<file path="config.mk">
export PLATFORM = sky130hd
export DESIGN_NAME = irq_redir_window
export DESIGN_NICKNAME = d
export VERILOG_FILES = /design/src/rtl/irw_pkg.sv /design/src/rtl/irw_decode.sv /design/src/rtl/irw_index.sv /design/src/rtl/irw_table.sv /design/src/rtl/irq_redir_window.sv
export SDC_FILE = /design/constraint.sdc
export NUM_CORES = 2
export LEC_CHECK = 0
export ABC_AREA = 1
export BUFFER_PORTS_ARGS = -buffer_cell sky130_fd_sc_hd__buf_2
export CAP_MARGIN = 10
export CORE_MARGIN = 5
export CORE_UTILIZATION = 45
export DETAILED_ROUTE_END_ITERATION = 8
export PLACE_DENSITY = 0.6
export SYNTH_ARGS = -nofsm -noshare
export SYNTH_HDL_FRONTEND = slang
export SYNTH_SLANG_ARGS = --single-unit
</file>
<file path="constraint.sdc">
create_clock -name clk -period 2.95 [get_ports clk]
set_clock_uncertainty 0.1 [all_clocks]
set_input_delay 0.4425 -clock clk [delete_from_list [all_inputs] [get_ports clk]]
set_output_delay 0.4425 -clock clk [all_outputs]
set_load 0.01 [all_outputs]
</file>
<file path="src/rtl/irw_pkg.sv">
package irw_pkg;

    typedef enum logic [1:0] {
        ST_IDLE = 2'd0,
        ST_SIDE = 2'd1,
        ST_RESP = 2'd2
    } irw_state_e;

    localparam int SEL_W = 8;

    // select codes decoded by the window
    localparam logic [SEL_W-1:0] SEL_IDENT = 8'h00;
    localparam logic [SEL_W-1:0] SEL_VERS  = 8'h01;
    localparam logic [SEL_W-1:0] SEL_ARBIT = 8'h02;
    localparam logic [SEL_W-1:0] SEL_TABLE = 8'h10;

    // register offsets inside the block's range
    localparam int OFF_SELECT = 'h00;
    localparam int OFF_WINDOW = 'h10;

    // entry field positions the servicing logic decodes
    localparam int F_RIRR = 14;
    localparam int F_TRIG = 15;
    localparam int F_MASK = 16;

    localparam logic [63:0] ENTRY_RESET = 64'(1) << F_MASK;

endpackage

</file>
<file path="src/rtl/irw_decode.sv">
module irw_decode #(
    parameter int                ADDR_W    = 32,
    parameter logic [ADDR_W-1:0] BASE_ADDR = '0,
    parameter int                SPAN      = 256
) (
    input  logic [ADDR_W-1:0] addr,
    output logic              hit,
    output logic              at_sel,
    output logic              at_win
);
    import irw_pkg::*;

    localparam logic [ADDR_W:0] LO = {1'b0, BASE_ADDR};
    localparam logic [ADDR_W:0] HI = LO + (ADDR_W+1)'(SPAN);

    logic [ADDR_W:0]   a_ext;
    logic [ADDR_W-1:0] off;

    always_comb begin
        a_ext  = {1'b0, addr};
        off    = addr - BASE_ADDR;
        hit    = (a_ext >= LO) && (a_ext < HI);
        at_sel = hit && (off == ADDR_W'(OFF_SELECT));
        at_win = hit && (off == ADDR_W'(OFF_WINDOW));
    end

endmodule

</file>
<file path="src/rtl/irw_index.sv">
module irw_index #(
    parameter int NUM_PINS = 24,
    parameter int PIN_W    = 5
) (
    input  logic [irw_pkg::SEL_W-1:0] sel,
    output logic                      is_tbl,
    output logic                      upper,
    output logic                      idx_ok,
    output logic [PIN_W-1:0]          pin
);
    import irw_pkg::*;

    localparam int IDX_W = SEL_W - 1;

    logic [SEL_W-1:0] rel;
    logic [IDX_W-1:0] idx;

    always_comb begin
        rel    = sel - SEL_TABLE;
        idx    = rel[SEL_W-1:1];
        upper  = rel[0];
        is_tbl = (sel >= SEL_TABLE);
        idx_ok = is_tbl && (32'(idx) < 32'(NUM_PINS));
        pin    = idx[PIN_W-1:0];
    end

endmodule

</file>
<file path="src/rtl/irw_table.sv">
module irw_table #(
    parameter int NUM_PINS = 24,
    parameter int PIN_W    = 5
) (
    input  logic                         clk,
    input  logic                         rst_n,
    input  logic                         wr_en,
    input  logic [PIN_W-1:0]             wr_pin,
    input  logic                         wr_hi,
    input  logic [31:0]                  wr_data,
    input  logic [NUM_PINS-1:0]          rirr_set,
    output logic [NUM_PINS-1:0][63:0]    ent_o
);
    import irw_pkg::*;

    for (genvar p = 0; p < NUM_PINS; p++) begin : g_pin
        logic [63:0] ent_r;
        logic        hit_w;

        assign hit_w    = wr_en && (wr_pin == PIN_W'(p));
        assign ent_o[p] = ent_r;

        always_ff @(posedge clk or negedge rst_n) begin
            if (!rst_n) begin
                ent_r <= ENTRY_RESET;
            end else begin
                if (rirr_set[p]) begin
                    ent_r[F_RIRR] <= 1'b1;
                end
                if (hit_w) begin
                    if (wr_hi) begin
                        ent_r[63:32] <= wr_data;
                    end else begin
                        ent_r[31:0]   <= wr_data;
                        ent_r[F_RIRR] <= 1'b0;
                    end
                end
            end
        end
    end

endmodule

</file>
<file path="src/rtl/irq_redir_window.sv">
module irq_redir_window #(
    parameter int                NUM_PINS  = 24,
    parameter int                ADDR_W    = 32,
    parameter logic [ADDR_W-1:0] BASE_ADDR = 32'hFEC0_0000,
    parameter int                SPAN      = 256,
    parameter logic [7:0]        VERSION   = 8'h11,
    localparam int               PIN_W     = $clog2(NUM_PINS)
) (
    input  logic                clk,
    input  logic                rst_n,
    input  logic                bus_valid,
    input  logic                bus_write,
    input  logic [ADDR_W-1:0]   bus_addr,
    input  logic [3:0]          bus_len,
    input  logic [31:0]         bus_wdata,
    output logic                bus_ready,
    output logic                rsp_valid,
    output logic                rsp_claimed,
    output logic [31:0]         rsp_rdata,
    input  logic [NUM_PINS-1:0] irr_i,
    input  logic [NUM_PINS-1:0] rirr_set_i,
    output logic                mask_chg_valid,
    output logic [PIN_W-1:0]    mask_chg_pin,
    output logic                mask_chg_val,
    output logic                svc_req_valid,
    output logic [PIN_W-1:0]    svc_req_pin
);
    import irw_pkg::*;

    localparam logic [7:0] PIN_MAX = 8'(NUM_PINS - 1);

    irw_state_e state_q, state_d;

    logic [SEL_W-1:0]            sel_q;
    logic [3:0]                  ident_q;
    logic                        claim_q;
    logic [31:0]                 data_q;
    logic [PIN_W-1:0]            pin_q;
    logic                        old_mask_q;

    logic                        hit, at_sel, at_win;
    logic                        is_tbl, upper, idx_ok;
    logic [PIN_W-1:0]            pin;
    logic [NUM_PINS-1:0][63:0]   ent;

    logic                        accept;
    logic                        len_ok;
    logic                        reg_wr;
    logic                        tbl_wr;
    logic [31:0]                 rd_word;

    irw_decode #(
        .ADDR_W    (ADDR_W),
        .BASE_ADDR (BASE_ADDR),
        .SPAN      (SPAN)
    ) u_decode (
        .addr   (bus_addr),
        .hit    (hit),
        .at_sel (at_sel),
        .at_win (at_win)
    );

    irw_index #(
        .NUM_PINS (NUM_PINS),
        .PIN_W    (PIN_W)
    ) u_index (
        .sel    (sel_q),
        .is_tbl (is_tbl),
        .upper  (upper),
        .idx_ok (idx_ok),
        .pin    (pin)
    );

    irw_table #(
        .NUM_PINS (NUM_PINS),
        .PIN_W    (PIN_W)
    ) u_table (
        .clk      (clk),
        .rst_n    (rst_n),
        .wr_en    (tbl_wr),
        .wr_pin   (pin),
        .wr_hi    (upper),
        .wr_data  (bus_wdata),
        .rirr_set (rirr_set_i),
        .ent_o    (ent)
    );

    // request qualification
    always_comb begin
        accept = bus_valid && (state_q == ST_IDLE);
        len_ok = (bus_len == 4'd4) || (bus_len == 4'd8);
        reg_wr = accept && bus_write && len_ok && hit;
        tbl_wr = reg_wr && at_win && idx_ok;
    end

    // read data selection
    always_comb begin
        rd_word = '0;
        if (at_sel) begin
            rd_word = {{(32-SEL_W){1'b0}}, sel_q};
        end else if (at_win) begin
            if (sel_q == SEL_IDENT || sel_q == SEL_ARBIT) begin
                rd_word = {4'h0, ident_q, 24'h0};
            end else if (sel_q == SEL_VERS) begin
                rd_word = {8'h00, PIN_MAX, 8'h00, VERSION};
            end else if (is_tbl && idx_ok) begin
                rd_word = upper ? ent[pin][63:32] : ent[pin][31:0];
            end
        end
    end

    // state register
    always_ff @(posedge clk or negedge rst_n) begin
        if (!rst_n) begin
            state_q <= ST_IDLE;
        end else begin
            state_q <= state_d;
        end
    end

    // next state
    always_comb begin
        state_d = state_q;
        unique case (state_q)
            ST_IDLE: begin
                if (tbl_wr) begin
                    state_d = ST_SIDE;
                end else if (accept) begin
                    state_d = ST_RESP;
                end
            end
            ST_SIDE: state_d = ST_RESP;
            ST_RESP: state_d = ST_IDLE;
            default: state_d = ST_IDLE;
        endcase
    end

    // datapath registers
    always_ff @(posedge clk or negedge rst_n) begin
        if (!rst_n) begin
            sel_q      <= '0;
            ident_q    <= '0;
            claim_q    <= 1'b0;
            data_q     <= '0;
            pin_q      <= '0;
            old_mask_q <= 1'b0;
        end else begin
            if (accept) begin
                claim_q <= hit;
                data_q  <= bus_write ? 32'h0 : rd_word;
            end
            if (reg_wr && at_sel) begin
                sel_q <= bus_wdata[SEL_W-1:0];
            end
            if (reg_wr && at_win && sel_q == SEL_IDENT) begin
                ident_q <= bus_wdata[27:24];
            end
            if (tbl_wr) begin
                pin_q      <= pin;
                old_mask_q <= ent[pin][F_MASK];
            end
        end
    end

    // outputs
    always_comb begin
        bus_ready      = (state_q == ST_IDLE);
        rsp_valid      = (state_q == ST_RESP);
        rsp_claimed    = rsp_valid && claim_q;
        rsp_rdata      = rsp_valid ? data_q : 32'h0;
        mask_chg_pin   = pin_q;
        mask_chg_val   = ent[pin_q][F_MASK];
        mask_chg_valid = (state_q == ST_SIDE) && (ent[pin_q][F_MASK] != old_mask_q);
        svc_req_pin    = pin_q;
        svc_req_valid  = (state_q == ST_SIDE) && ent[pin_q][F_TRIG] && irr_i[pin_q];
    end

endmodule

</file>
==> results.yml <==
timing:
  finalCriticalPeriod_ns: 3.18
  worstMarginPinSlew_ns: 1.05
  relSlewSlack_pct: 30.1
  rsz0062_at_grt: "true"
  drv_slew: 0
  finalHoldWorstSlack_ns: 0.0305
  fmax_mhz: 315
  setup_ws_ns: -0.227
  setup_viol: 4
  hold_violations: 0
  final.setup.tns_ns: -0.615
  min_period_over_period_pct: 108
worst_hold_path:
  min_path_type: "input pin to register"
  min_to: "data_q[18]$_DFFE_PN0P_"
  hp-start: "bus_addr[5]"
  whs_path_depth: 6
die:
  die_x_um: 424
  initial_utilization_pct: 45.1
  die_h_um: 424
  core_area_mm2: 0.171
  ios: 168
  num_rows: 152
  design.die.area_mm2: 0.180
critical_path:
  cpPeakStageDelay_ns: 0.46
  timing.rr.end: "data_q[21]$_DFFE_PN0P_"
  path_buf_inv: 3
  crit_chain: "buf_4, buf_16, nor2_1, o221ai_1, o2111ai_1, nand2_2, xnor2_1, nor2_1, buf_2"
  ff2ff_setup_slack_ns: -0.01
  rr_startpoint: "sel_q[1]$_DFFE_PN0P_"
  arrival_ns: 2.63
  crit_path_start_kind: "register"
  cp.required_ns: 2.41
  rr_worst_depth: 11
  crit_fanout: 13
  critical_path.endpoint_type: "output pin"
  path_class: "register to output pin"
  path_delay_family: "buffers and inverters"
  critPathMostFrequentCell: "nor2_1"
  cp_slowest_cell: "dfrtp_2"
synth:
  ys_seq_area_share_pct: 51.5
  synth-seq-cells: 1589
  synth_nets: 9553
  syn_area_per_cell_um2: 8.19
  netlist_area_mm2: 0.0772
  syn_inst: 9431
  yosys.area.top_type: "dfrtp_1"
  yosys-top-cells-area: "dfrtp_1 (51%), nand2_1 (17%), nand4_1 (12%)"
  netlist.area_leader.share_pct: 50.7
  yosysWarnings: 0
  synth_cell_types: 40
global_routing:
  met3_usage_pct: 8.35
  grt_antenna_before_repair: 19
  gr-usage-met2_pct: 51.9
  gr-total-overflow: 0
  grt_max_degree: 139
  grtUsageTotal_pct: 35.3
  grt_pass1_wl_um: 485000
  top_usage_layer: "met2"
  grt_pass1_vias: 73100
  grt.met1_usage_pct: 47.7
flow_run:
  cap_violations: 0
layout:
  final_common_cell: "nand2_1"
  drive_above_1_share_pct: 14.3
  instances_no_fill: 11900
  most-common-layout-cells: "nand2_1 (3455), dfrtp_1 (1562), nand4_1 (1533), buf_4 (546), o22ai_1 (435)"
  final_cell_area_mm2: 0.0919
  fin_nets: 9658
  syn2layout_area_growth_pct: 19.0
power:
  vdd_drop_max_v: 0.000477
  p_seq_share_pct: 47.6
  internal_power_mw: 35.1
  p_per_area_mw_per_mm2: 498
  switchingPower_mw: 10.6
  p_comb_share_pct: 3.1
  leakage_nw: 47.1
  power.share.clock_pct: 49.3
  swShare_pct: 23.2
placed_design:
  place_hpwl_um: 205000
  io_buffers: 167
  place_inst: 11500
  gp_congestion: 0.932
  place_area_mm2: 0.0852
route:
  vias: 76000
  drt-total-wl_um: 326000
  vias_per_cell: 6.38
  drtAntennaViolNets: 0
  dr.pass1.iters: 8
  wl_per_cell_um: 27.3
  drc_errors: 0
  first_iter_violations: 10200
status:
  status: "complete, but fails checks"
  violations: "negative setup slack"
clocking:
  htree_levels: 4
  cts_buffers: 173
  clk_pin_slew_ns: 0.06
  cts_tree: "done"
  cts_root_buf: "clkbuf_16"
  clock_latency_ns: 0.83
  clk_path_buf_depth: 3
  clock-sinks: 1589
## layer usage
layer / wire (um) / part of all wire (%) / vias to the layer above
li1: - / - / 33000
met1: 127000 / 39 / 37400
met2: 141000 / 43 / 4655
met3: 36400 / 11 / 938
met4: 22300 / 6.8 / 8
met5: 63 / 0.019 / -
## power by group through the flow
| stage | Clock (mW) | Sequential (mW) | Combinational [mW] |
|---|---|---|---|
| finish | 22.6 | 21.8 | 1.40 |
| global route | 23.6 | 21.8 | 1.48 |
| CTS | 22.7 | 21.8 | 1.39 |
| detailed placement | 0 | 22.2 | 1.34 |
| global placement | 0 | 22.2 | 1.33 |
| floorplan | 0 | 22.2 | 0.288 |
## flip-flops by register name (all words and copies together) (netlist names)
name,count
data_q,32
ident_q,4
claim_q,1
old_mask_q,1
state_q,2
u_table.g_pin.ent_r,1536
sel_q,8
mask_chg_pin,5
## final cells by class
cell class / instances / area [um2]
Clock inverter: 57 / 671
Multi-Input combinational cell: 6642 / 32700
Timing Repair Buffer: 995 / 10200
Fill cell: 15700 / 79200
Antenna cell: 9 / 22.5
Clock buffer: 263 / 5200
Sequential cell: 1589 / 39800
Tap cell: 2233 / 2790
Inverter: 135 / 544
## worst min-delay path, cell delays in order
cell,delay (ns)
buf_2,0.10
nor4_2,0.05
nand4_1,0.12
nor3_1,0.09
nand2_1,0.07
nand2_1,0.05
## per-stage QoR
step	util, %	power, mW	setup WS, ns
5_1_grt	53.7	46.9	-0.291
3_5_place_dp	49.8	23.5	-0.0721
6_report	53.7	45.8	-0.227
4_1_cts	53.6	45.9	-0.191
2_1_floorplan	-	22.5	0.569
3_3_place_gp	49.8	23.5	-0.0656
## logic make-up (layout without fill, tap and decap cells)
kind of cell               after synthesis  in the layout  synth area share [%]
xor gates and xnor gates                 2              2                0.0227
and+or+nand+nor                       5459           5459                  32.3
AOI/OAI and AO/OA                     1171           1171                  9.34
other                                    0              9                     0
buffers and inverters                 1200           1450                  6.62
muxes                                    8              8                 0.117
DFF                                   1589           1589                  51.5
adders and majority gates                2              2                0.0324
## synthesized netlist by cell type, drive strengths merged
master      n
o22a       19
nand3b     11
a22oi     242
clkbuf    771
nor4        2
nand4    1543
or2         6
dfstp      24
nor2      239
nor3       10
dfrtp    1565
o221ai     19
xnor2       2
o21ai     306
o211ai     22
inv       132
nand3     174
mux2        8
o2111ai     1
ha          2
and3       12
o22ai     435
a21oi     126
buf       294
clkinv      3
nand2    3462
a21boi      1
## worst max-delay path by stage
stage | start | endpoint | cells past startpoint
after floorplan | mask_chg_pin[0]$_DFFE_PN0N_ | svc_req_valid | 10
after global placement | sel_q[1]$_DFFE_PN0P_ | data_q[9]$_DFFE_PN0P_ | 12
after detailed placement | sel_q[1]$_DFFE_PN0P_ | data_q[9]$_DFFE_PN0P_ | 12
after CTS | mask_chg_pin[0]$_DFFE_PN0N_ | mask_chg_valid | 11
after global routing | mask_chg_pin[0]$_DFFE_PN0N_ | mask_chg_valid | 11
final | mask_chg_pin[0]$_DFFE_PN0N_ | mask_chg_valid | 9
## what timing repair did
action	CTS	global route
hold buffers	34	0
pin swaps	7	7
endpoints found under the setup margin	11	24
gates resized for setup	38	27
gates cloned	2	0
setup buffers	15	8
endpoints found under the hold margin	484	0
No activity file was read; power rests on OpenSTA's default activity.
